`src/rtl/wdog_pkg.sv`:
```
package wdog_pkg;
    localparam int DATA_W = 32;
    localparam int EN_BIT = 31;

    localparam logic [DATA_W-1:0] KEY_FIRST  = 32'hABCD_1234;
    localparam logic [DATA_W-1:0] KEY_SECOND = 32'h4321_DCBA;

    typedef enum logic [2:0] {
        CAUSE_HARD   = 3'd0,
        CAUSE_EXPIRE = 3'd1,
        CAUSE_BADSVC = 3'd2,
        CAUSE_SOFT   = 3'd3,
        CAUSE_USER   = 3'd4
    } cause_e;

    typedef enum logic {
        SVC_IDLE  = 1'b0,
        SVC_ARMED = 1'b1
    } svc_state_e;
endpackage

```
`src/rtl/wdog_cfg.sv`:
```
module wdog_cfg #(
    parameter int DLY_W = 5
) (
    input  logic             clk,
    input  logic             rst_n,
    input  logic             cfg_wr,
    input  logic             wr_en_val,
    input  logic [DLY_W-1:0] wr_dly_val,
    output logic             cfg_en,
    output logic [DLY_W-1:0] cfg_dly
);
    always_ff @(posedge clk or negedge rst_n) begin
        if (!rst_n) begin
            cfg_en  <= 1'b0;
            cfg_dly <= '0;
        end else if (cfg_wr) begin
            cfg_en  <= wr_en_val;
            cfg_dly <= wr_dly_val;
        end
    end
endmodule

```
`src/rtl/wdog_svc_fsm.sv`:
```
module wdog_svc_fsm
    import wdog_pkg::*;
(
    input  logic              clk,
    input  logic              rst_n,
    input  logic              key1_wr,
    input  logic              key2_wr,
    input  logic [DATA_W-1:0] wdata,
    output logic              svc_ok,
    output logic              svc_bad
);
    svc_state_e state_q, state_d;

    always_ff @(posedge clk or negedge rst_n) begin
        if (!rst_n) state_q <= SVC_IDLE;
        else        state_q <= state_d;
    end

    always_comb begin
        state_d = state_q;
        svc_ok  = 1'b0;
        svc_bad = 1'b0;
        unique case (state_q)
            SVC_IDLE: begin
                if (key1_wr) begin
                    if (wdata == KEY_FIRST) state_d = SVC_ARMED;
                    else                    svc_bad = 1'b1;
                end else if (key2_wr) begin
                    svc_bad = 1'b1;
                end
            end
            SVC_ARMED: begin
                if (key1_wr) begin
                    if (wdata != KEY_FIRST) begin
                        svc_bad = 1'b1;
                        state_d = SVC_IDLE;
                    end
                end else if (key2_wr) begin
                    state_d = SVC_IDLE;
                    if (wdata == KEY_SECOND) svc_ok  = 1'b1;
                    else                     svc_bad = 1'b1;
                end
            end
            default: state_d = SVC_IDLE;
        endcase
    end

    p_ok_from_armed_r4: assert property (@(posedge clk) disable iff (!rst_n)
        svc_ok |-> (state_q == SVC_ARMED && key2_wr));
    p_bad_returns_idle_r5: assert property (@(posedge clk) disable iff (!rst_n)
        svc_bad |=> (state_q == SVC_IDLE));
endmodule

```
`src/rtl/wdog_counter.sv`:
```
module wdog_counter #(
    parameter int DLY_W = 5
) (
    input  logic             clk,
    input  logic             rst_n,
    input  logic             tick,
    input  logic             cfg_wr,
    input  logic             wr_en_val,
    input  logic [DLY_W-1:0] wr_dly_val,
    input  logic             cfg_en,
    input  logic [DLY_W-1:0] cfg_dly,
    input  logic             svc_ok,
    output logic             expire
);
    localparam int CNT_W = (1 << DLY_W) + 1;

    logic             run_q;
    logic [CNT_W-1:0] cnt_q;
    logic [DLY_W-1:0] dly_act_q;
    logic [CNT_W-1:0] lim;
    logic             start;

    assign lim    = CNT_W'(1) << (32'(dly_act_q) + 32'd1);
    assign start  = cfg_wr && wr_en_val && !run_q;
    assign expire = run_q && tick && !svc_ok && (cnt_q == lim - CNT_W'(1));

    always_ff @(posedge clk or negedge rst_n) begin
        if (!rst_n) begin
            run_q     <= 1'b0;
            cnt_q     <= '0;
            dly_act_q <= '0;
        end else if (svc_ok) begin
            if (!cfg_en) run_q <= 1'b0;
            cnt_q     <= '0;
            dly_act_q <= cfg_dly;
        end else if (start) begin
            run_q     <= 1'b1;
            cnt_q     <= '0;
            dly_act_q <= wr_dly_val;
        end else if (expire) begin
            cnt_q     <= '0;
            dly_act_q <= cfg_dly;
        end else if (run_q && tick) begin
            cnt_q <= cnt_q + CNT_W'(1);
        end
    end

    p_no_overflow_r3: assert property (@(posedge clk) disable iff (!rst_n)
        run_q |-> (cnt_q < lim));
    p_reload_on_service_r4: assert property (@(posedge clk) disable iff (!rst_n)
        svc_ok |=> (cnt_q == '0));
    p_stop_needs_service_r6: assert property (@(posedge clk) disable iff (!rst_n)
        $fell(run_q) |-> $past(svc_ok && !cfg_en));
endmodule

```
`src/rtl/wdog_cause.sv`:
```
module wdog_cause
    import wdog_pkg::*;
(
    input  logic   clk,
    input  logic   por_n,
    input  logic   user_rst,
    input  logic   svc_bad,
    input  logic   soft_wr,
    input  logic   expire,
    output cause_e cause_q
);
    always_ff @(posedge clk or negedge por_n) begin
        if (!por_n)        cause_q <= CAUSE_HARD;
        else if (user_rst) cause_q <= CAUSE_USER;
        else if (svc_bad)  cause_q <= CAUSE_BADSVC;
        else if (soft_wr)  cause_q <= CAUSE_SOFT;
        else if (expire)   cause_q <= CAUSE_EXPIRE;
    end

    p_cause_hold_r10: assert property (@(posedge clk) disable iff (!por_n)
        !(user_rst || svc_bad || soft_wr || expire) |=> $stable(cause_q));
    p_user_wins_r11: assert property (@(posedge clk) disable iff (!por_n)
        user_rst |=> (cause_q == CAUSE_USER));
endmodule

```
`src/rtl/wdog_magic_top.sv`:
```
module wdog_magic_top
    import wdog_pkg::*;
#(
    parameter int ADDR_W = 4,
    parameter int DLY_W  = 5
) (
    input  logic              clk,
    input  logic              por_n,
    input  logic              sys_rst_n,
    input  logic              tick,
    input  logic              user_rst,
    input  logic [ADDR_W-1:0] addr,
    input  logic              wr_en,
    input  logic [DATA_W-1:0] wdata,
    input  logic              rd_en,
    output logic [DATA_W-1:0] rdata,
    output logic              rst_req
);
    localparam logic [ADDR_W-1:0] OFS_SOFT = ADDR_W'(4'h0);
    localparam logic [ADDR_W-1:0] OFS_CFG  = ADDR_W'(4'h4);
    localparam logic [ADDR_W-1:0] OFS_KEY1 = ADDR_W'(4'h8);
    localparam logic [ADDR_W-1:0] OFS_KEY2 = ADDR_W'(4'hC);

    logic             rst_n;
    logic             soft_wr, cfg_wr, key1_wr, key2_wr;
    logic             cfg_en;
    logic [DLY_W-1:0] cfg_dly;
    logic             svc_ok, svc_bad, expire;
    cause_e           cause_q;

    assign rst_n   = por_n && sys_rst_n;
    assign soft_wr = wr_en && (addr == OFS_SOFT);
    assign cfg_wr  = wr_en && (addr == OFS_CFG);
    assign key1_wr = wr_en && (addr == OFS_KEY1);
    assign key2_wr = wr_en && (addr == OFS_KEY2);

    wdog_cfg #(.DLY_W(DLY_W)) u_cfg (
        .clk        (clk),
        .rst_n      (rst_n),
        .cfg_wr     (cfg_wr),
        .wr_en_val  (wdata[EN_BIT]),
        .wr_dly_val (wdata[DLY_W-1:0]),
        .cfg_en     (cfg_en),
        .cfg_dly    (cfg_dly)
    );

    wdog_svc_fsm u_svc (
        .clk     (clk),
        .rst_n   (rst_n),
        .key1_wr (key1_wr),
        .key2_wr (key2_wr),
        .wdata   (wdata),
        .svc_ok  (svc_ok),
        .svc_bad (svc_bad)
    );

    wdog_counter #(.DLY_W(DLY_W)) u_cnt (
        .clk        (clk),
        .rst_n      (rst_n),
        .tick       (tick),
        .cfg_wr     (cfg_wr),
        .wr_en_val  (wdata[EN_BIT]),
        .wr_dly_val (wdata[DLY_W-1:0]),
        .cfg_en     (cfg_en),
        .cfg_dly    (cfg_dly),
        .svc_ok     (svc_ok),
        .expire     (expire)
    );

    wdog_cause u_cause (
        .clk      (clk),
        .por_n    (por_n),
        .user_rst (user_rst),
        .svc_bad  (svc_bad),
        .soft_wr  (soft_wr),
        .expire   (expire),
        .cause_q  (cause_q)
    );

    always_ff @(posedge clk or negedge rst_n) begin
        if (!rst_n) rst_req <= 1'b0;
        else        rst_req <= expire || svc_bad || soft_wr;
    end

    always_comb begin
        rdata = '0;
        if (rd_en) begin
            if (addr == OFS_CFG) begin
                rdata[EN_BIT]    = cfg_en;
                rdata[DLY_W-1:0] = cfg_dly;
            end else if (addr == OFS_KEY1) begin
                rdata[2:0] = cause_q;
            end
        end
    end

    p_req_has_cause_r3: assert property (@(posedge clk) disable iff (!rst_n)
        rst_req |-> $past(expire || svc_bad || soft_wr));
    p_bad_requests_r5: assert property (@(posedge clk) disable iff (!rst_n)
        svc_bad |=> rst_req);
endmodule

```
`config.mk`:
```
export PLATFORM = sky130hd
export DESIGN_NAME = wdog_magic_top
export DESIGN_NICKNAME = d
export VERILOG_FILES = /design/src/rtl/wdog_pkg.sv /design/src/rtl/wdog_cfg.sv /design/src/rtl/wdog_svc_fsm.sv /design/src/rtl/wdog_counter.sv /design/src/rtl/wdog_cause.sv /design/src/rtl/wdog_magic_top.sv
export SDC_FILE = /design/constraint.sdc
export NUM_CORES = 1
export LEC_CHECK = 0
export BUFFER_PORTS_ARGS = -buffer_cell sky130_fd_sc_hd__buf_4
export CAP_MARGIN = 20
export CORE_UTILIZATION = 45
export DETAILED_ROUTE_END_ITERATION = 10
export PLACE_DENSITY = 0.68
export SLEW_MARGIN = 20
export SYNTH_ARGS = -nofsm -noshare
export SYNTH_HDL_FRONTEND = slang
export SYNTH_SLANG_ARGS = --single-unit
export TNS_END_PERCENT = 20
```
`constraint.sdc`:
```
create_clock -name clk -period 5.72 [get_ports clk]
set_clock_uncertainty 0.05 [all_clocks]
set_input_delay 0.858 -clock clk [delete_from_list [all_inputs] [get_ports clk]]
set_output_delay 0.858 -clock clk [all_outputs]
set_load 0.02 [all_outputs]
```
==> results of run 1 <==
-- registers in the layout (all words and copies together) (netlist names) --
signal,count
u_cfg.cfg_en,1
u_cnt.cnt_q,33
u_cnt.run_q,1
rst_req,1
u_cfg.cfg_dly,5
u_cnt.dly_act_q,5
u_svc.state_q,1
u_cause.cause_q,3
-- power by group through the flow --
| stage | sequential, mW | combinational [mW] | clock, mW |
|---|---|---|---|
| global placement | 0.422 | 0.301 | 0 |
| CTS | 0.415 | 0.306 | 0.205 |
| floorplan | 0.412 | 0.240 | 0 |
| global route | 0.419 | 0.341 | 0.220 |
| detailed placement | 0.422 | 0.305 | 0 |
| finish | 0.415 | 0.311 | 0.198 |
-- Yosys cell counts, types with 9 or more instances --
cell      number  share of area [%]
nand2_1       38                3.5
dfrtp_1       50                 31
o21ai_0       10                1.2
clkbuf_1      12                1.1
nor2_1        78                7.2
xnor2_1       25                5.4
nand3_1       14                1.7
and3_1         9                1.4
o22ai_1        9                1.4
nand2b_1       9                1.4
xor2_1        23                5.0
nand4_1       14                2.2
buf_4         30                5.5
buf_2         12                1.5
nor3_1        16                2.0
-- worst paths after layout --
path	startpoint	end	slack, ns
setup / recovery	u_cnt.dly_act_q[0]$_DFFE_PN0P_	u_cnt.dly_act_q[3]$_DFFE_PN0P_	1.46
hold / removal	por_n	u_cause.cause_q[2]$_DFFE_PN0P_	0.27
setup reg to reg	u_cnt.dly_act_q[0]$_DFFE_PN0P_	u_cnt.dly_act_q[3]$_DFFE_PN0P_	1.46
hold reg to reg	u_svc.state_q$_DFF_PN0_	u_svc.state_q$_DFF_PN0_	0.47
max in group asynchronous	por_n	u_cnt.cnt_q[8]$_DFFE_PN0P_	4.52
min in group clk	u_svc.state_q$_DFF_PN0_	u_svc.state_q$_DFF_PN0_	0.47
-- area by class of cell --
type,count,share of cell area [%]
Multi-Input combinational cell,410,57.0
Sequential cell,50,28.1
Timing Repair Buffer,56,9.44
Tap cell,108,3.04
Clock buffer,7,1.71
Inverter,8,0.675
-- per-stage QoR --
stage | worst slack, ns | area (µm²)
floorplan | 2.46 | 4160
global placement | 1.61 | 4370
detailed placement | 1.53 | 4370
CTS | 1.48 | 4450
global route | 1.21 | 4450
finish | 1.46 | 4450
-- layout by cell type (no fill, tap or decap), types with 14 or more instances in the layout --
cell type	Yosys	layout
buf_4	30	56
conb_1	2	27
dfrtp_1	50	50
nand2_1	38	38
nand3_1	14	14
nand4_1	14	14
nor2_1	78	78
nor3_1	16	16
xnor2_1	25	25
xor2_1	23	23
-- routing by layer --
layer	vias up	GRT usage (%)	share of wire, %
met2	151	37.8	47
met4	0	9.64	3.0
li1	1799	-	-
met1	1744	30.4	44
met5	-	0	0
met3	27	3.61	6.2
-- logic make-up after synthesis --
group | share of synthesized area, %
mux | 3.39
simple gates | 30.3
fa+ha+maj | 0.615
xor+xnor | 10.3
other cells | 0.185
flops | 30.8
compound gates | 15.2
buf+inv | 9.14
==> impl_metrics.json, run 1 <==
{
  "synthCells": 500,
  "clk_latency_ns": 0.31,
  "peakVddDrop_v": 0.0000929,
  "pwr-share-clk_pct": 21.4,
  "die_y_um": 97.0,
  "hold_viol": 0,
  "gr-total-overflow": 0,
  "seqCellArea_um2": 1250,
  "numPlacedInstances": 632,
  "layoutNonFillerInstCount": 639,
  "yosysWarningCount": 0,
  "first_iter_violations": 276,
  "clk_pin_slew_ns": 0.09,
  "track_usage_pct": 23.1,
  "cp_num_cells": 14,
  "post_cts_buffers": 0,
  "first_pass_iters": 6,
  "grt_pass1_vias": 3597,
  "n_antenna_cell": 0,
  "finalMaxSlewViolations": 0,
  "worst-setup-path-type": "reg -> reg",
  "cts_max_level": 2,
  "worst_pin_slew_ns": 0.919,
  "slowest_delay_ns": 0.70,
  "ctsHoldBuffers": 0,
  "setup_viol": 0,
  "drive_gt1_share_pct": 14.3,
  "yosys_most_used_dff": "dfrtp_1",
  "outcome": "finished clean",
  "fin_crit_ns": 4.26,
  "async_reset_ff_share_pct": 100,
  "place.gp.congestion": 1.01,
  "drc_errors": 0,
  "finalCritPeriodShare_pct": 74.6,
  "row_count": 34,
  "via_per_inst": 5.82,
  "cts_tree": "built",
  "dpl.hpwl_um": 7930,
  "reg2reg_depth": 14,
  "switching_share_pct": 36.0,
  "switchingPower_mw": 0.332,
  "grt_pass1_wl_um": 17600,
  "maxCapViolations": 0,
  "start_util_pct": 46.6,
  "hp-class": "in -> async",
  "cp.arrival_ns": 4.44,
  "synth_seq_area_share_pct": 30.8,
  "whs_ns": 0.265,
  "crit_required_ns": 5.90,
  "cts_made_buffers": 5,
  "finalSetupTns_ns": 0,
  "antenna_found_initial": 0,
  "area_growth_pct": 9.51,
  "netlist_area_um2": 4070,
  "cp_slowest_cell": "or4_1",
  "path_delay_family": "simple AND/OR/NAND/NOR gates",
  "clkSinkCount": 50,
  "routed_wl_um": 10600,
  "cp_max_fo": 33,
  "critPathBufInv": 3,
  "ys_ff_latch": 50,
  "fmax_mhz": 234,
  "io_buffers": 49,
  "synth_edf_count": 0,
  "crit_top_cell": "buf_4",
  "grt_max_degree": 48,
  "rsz0062_at_grt": "false",
  "ctsLongestPathBuffers": 2,
  "yosysUniqueCellTypes": 69,
  "avgRoutedWirePerCell_um": 16.6,
  "n_fill_cell": 851,
  "comb_power_share_pct": 33.7,
  "final_util_pct": 51.0,
  "die_x_um": 97.0,
  "io_pins": 76,
  "coreArea_um2": 8720,
  "seqPwrFrac_pct": 44.9,
  "ant_nets": 0,
  "root_buffer": "clkbuf_8",
  "slew_headroom_pct": 37.9,
  "postSynthAreaPerCell_um2": 8.13,
  "dieArea_um2": 9420,
  "final_nets": 576,
  "power_mw": 0.924,
  "p_leak_nw": 1.91,
  "worstSetupEndpointType": "register",
  "via_count": 3721,
  "power.density_nw_per_um2": 208,
  "cts_resized": 0,
  "multiInputGateArea_um2": 2540,
  "internal_power_mw": 0.592,
  "startpoint_type": "register",
  "crit_chain": "buf_4 > or3_1 > nor2_1 > inv_1 > ha_1 > nand2b_1 > o32a_1 > o2bb2ai_1 > xnor2_1 > nand2_1 > or4_1 > o21bai_2 > buf_4 > mux2i_1"
}
(Power assumes the default switching activity.)
==> run 2, diff against run 1 <==
==> constraint.sdc (replaced) <==
create_clock -name clk -period 4.1 [get_ports clk]
set_clock_uncertainty 0.05 [all_clocks]
set_input_delay 0.615 -clock clk [delete_from_list [all_inputs] [get_ports clk]]
set_output_delay 0.615 -clock clk [all_outputs]
set_load 0.02 [all_outputs]
==> impl_metrics.json, run 2 (same netlist as run 1, synthesis figures left out) <==
{
  "cp_max_fo": 23,
  "worst-setup-path-type": "reg -> reg",
  "crit_required_ns": 4.25,
  "via_count": 3759,
  "switching_share_pct": 35.4,
  "row_count": 34,
  "cts_max_level": 2,
  "pwr-share-clk_pct": 26.9,
  "setup_viol": 0,
  "fin_crit_ns": 3.76,
  "avgRoutedWirePerCell_um": 16.7,
  "clk_latency_ns": 0.32,
  "antenna_found_initial": 0,
  "place.gp.congestion": 0.946,
  "clkSinkCount": 50,
  "first_pass_iters": 6,
  "final_cell_mix": "nor2_1 (78), buf_4 (58), dfrtp_1 (50)",
  "max_flop_register": "u_cnt.cnt_q",
  "switchingPower_mw": 0.494,
  "hold_viol": 0,
  "finalSetupTns_ns": 0,
  "io_buffers": 49,
  "n_antenna_cell": 0,
  "final_util_pct": 51.7,
  "power.density_nw_per_um2": 309,
  "numPlacedInstances": 634,
  "track_usage_pct": 23.4,
  "cts_tree": "built",
  "reg_top3": "u_cnt.cnt_q: 33 flops, u_cfg.cfg_dly: 5 flops, u_cnt.dly_act_q: 5 flops",
  "largest_reg_flops": 33,
  "place_area_um2": 4390,
  "drive_gt1_share_pct": 15.4,
  "outcome": "finished clean",
  "final_nets": 578,
  "internal_power_mw": 0.900,
  "p_leak_nw": 1.94,
  "rsz0062_at_grt": "false",
  "maxCapViolations": 0,
  "final_area_um2": 4510,
  "finalCritPeriodShare_pct": 91.7,
  "die_y_um": 97.0,
  "startpoint_type": "register",
  "peakVddDrop_v": 0.000151,
  "worst_pin_slew_ns": 0.785,
  "layout_commonest_cell": "nor2_1",
  "via_per_inst": 5.86,
  "hp-class": "in -> async",
  "power_mw": 1.39,
  "worstSetupEndpointType": "register",
  "first_iter_violations": 353,
  "comb_power_share_pct": 31.3,
  "seqPwrFrac_pct": 41.7,
  "io_pins": 76,
  "worst_slack_ns": 0.340,
  "fmax_mhz": 266,
  "area_growth_pct": 11.0,
  "layoutNonFillerInstCount": 642,
  "grt_max_degree": 48,
  "dpl.hpwl_um": 8100,
  "root_buffer": "clkbuf_8",
  "ant_nets": 0,
  "cp.arrival_ns": 3.91,
  "whs_ns": 0.0188,
  "slew_headroom_pct": 46.9,
  "die_x_um": 97.0,
  "clk_pin_slew_ns": 0.10,
  "pre_cts_ws_ns": 0.214,
  "finalMaxSlewViolations": 0,
  "grt_pass1_vias": 3576,
  "grt_pass1_wl_um": 17600,
  "dieArea_um2": 9420,
  "routed_wl_um": 10700,
  "n_fill_cell": 826,
  "ctsLongestPathBuffers": 2,
  "gr-total-overflow": 0,
  "coreArea_um2": 8720,
  "drc_errors": 0,
  "start_util_pct": 46.6,
  "cts_made_buffers": 5
}
## run 2: changes by cell type in the layout (fill, tap and decap cells not counted), sizes merged
| cell | previous run | this run |
|---|---|---|
| clkbuf | 7 | 5 |
| inv | 8 | 9 |
| bufinv | 0 | 1 |
| clkinvlp | 0 | 1 |
| buf | 56 | 58 |
## run 2: repair_timing
item                                    CTS  global route
gates resized for setup                   0             1
endpoints found under the setup margin    0            24
hold buffers                              0             0
buffers inserted                          0             0
## run 2: final timing paths
check | start | endpoint | slack, ns | depth (start not counted)
min reg2reg | u_cause.cause_q[2]$_DFFE_PN0P_ | u_cause.cause_q[2]$_DFFE_PN0P_ | 0.48 | 2
min | por_n | u_cause.cause_q[0]$_DFFE_PN0P_ | 0.02 | 1
max in group asynchronous | por_n | u_cnt.cnt_q[19]$_DFFE_PN0P_ | 3.15 | 2
max reg2reg | u_cnt.dly_act_q[0]$_DFFE_PN0P_ | u_cnt.cnt_q[21]$_DFFE_PN0P_ | 0.34 | 14
min in group clk | user_rst | u_cause.cause_q[1]$_DFFE_PN0P_ | 0.46 | 2
max | u_cnt.dly_act_q[0]$_DFFE_PN0P_ | u_cnt.cnt_q[21]$_DFFE_PN0P_ | 0.34 | 14
## run 2: critical path, cell delays in order, from the launching register on
cell and delay, ns:
dfrtp_1 0.39, or3_1 0.43, nor2_1 0.26, inv_1 0.07, ha_1 0.27, buf_4 0.20
nand2b_1 0.15, o32a_1 0.29, o2bb2ai_1 0.18, xnor2_1 0.16, nand2_1 0.08, or4_4 0.58
o21bai_2 0.17, buf_4 0.28, nor2_1 0.09
## run 2: layer usage
metal / wire length [µm] / vias to the layer above / track usage, %
met2: 5000 / 176 / 38.5
met1: 4620 / 1751 / 30.3
met3: 737 / 35 / 3.40
met5: 0 / - / 0
met4: 384 / 0 / 10.6
li1: - / 1797 / -
## run 2: area by class of cell
cell class	instances	area, µm²	share of cell area, %
multi-input cells	410	2540	56.4
clock buffers	5	68.8	1.53
inverters	8	30.0	0.666
flip-flops and latches	50	1250	27.7
clock inverters	3	48.8	1.08
well taps	108	135	3.00
repair buffers	58	435	9.65
## run 2: power groups by stage
| stage | logic, mW | registers [mW] | clock network (mW) |
|---|---|---|---|
| 5_1_grt | 0.476 | 0.587 | 0.398 |
| 3_5_place_dp | 0.424 | 0.590 | 0 |
| 3_3_place_gp | 0.420 | 0.588 | 0 |
| 6_report | 0.437 | 0.581 | 0.375 |
| 4_1_cts | 0.424 | 0.580 | 0.382 |
| 2_1_floorplan | 0.335 | 0.575 | 0 |
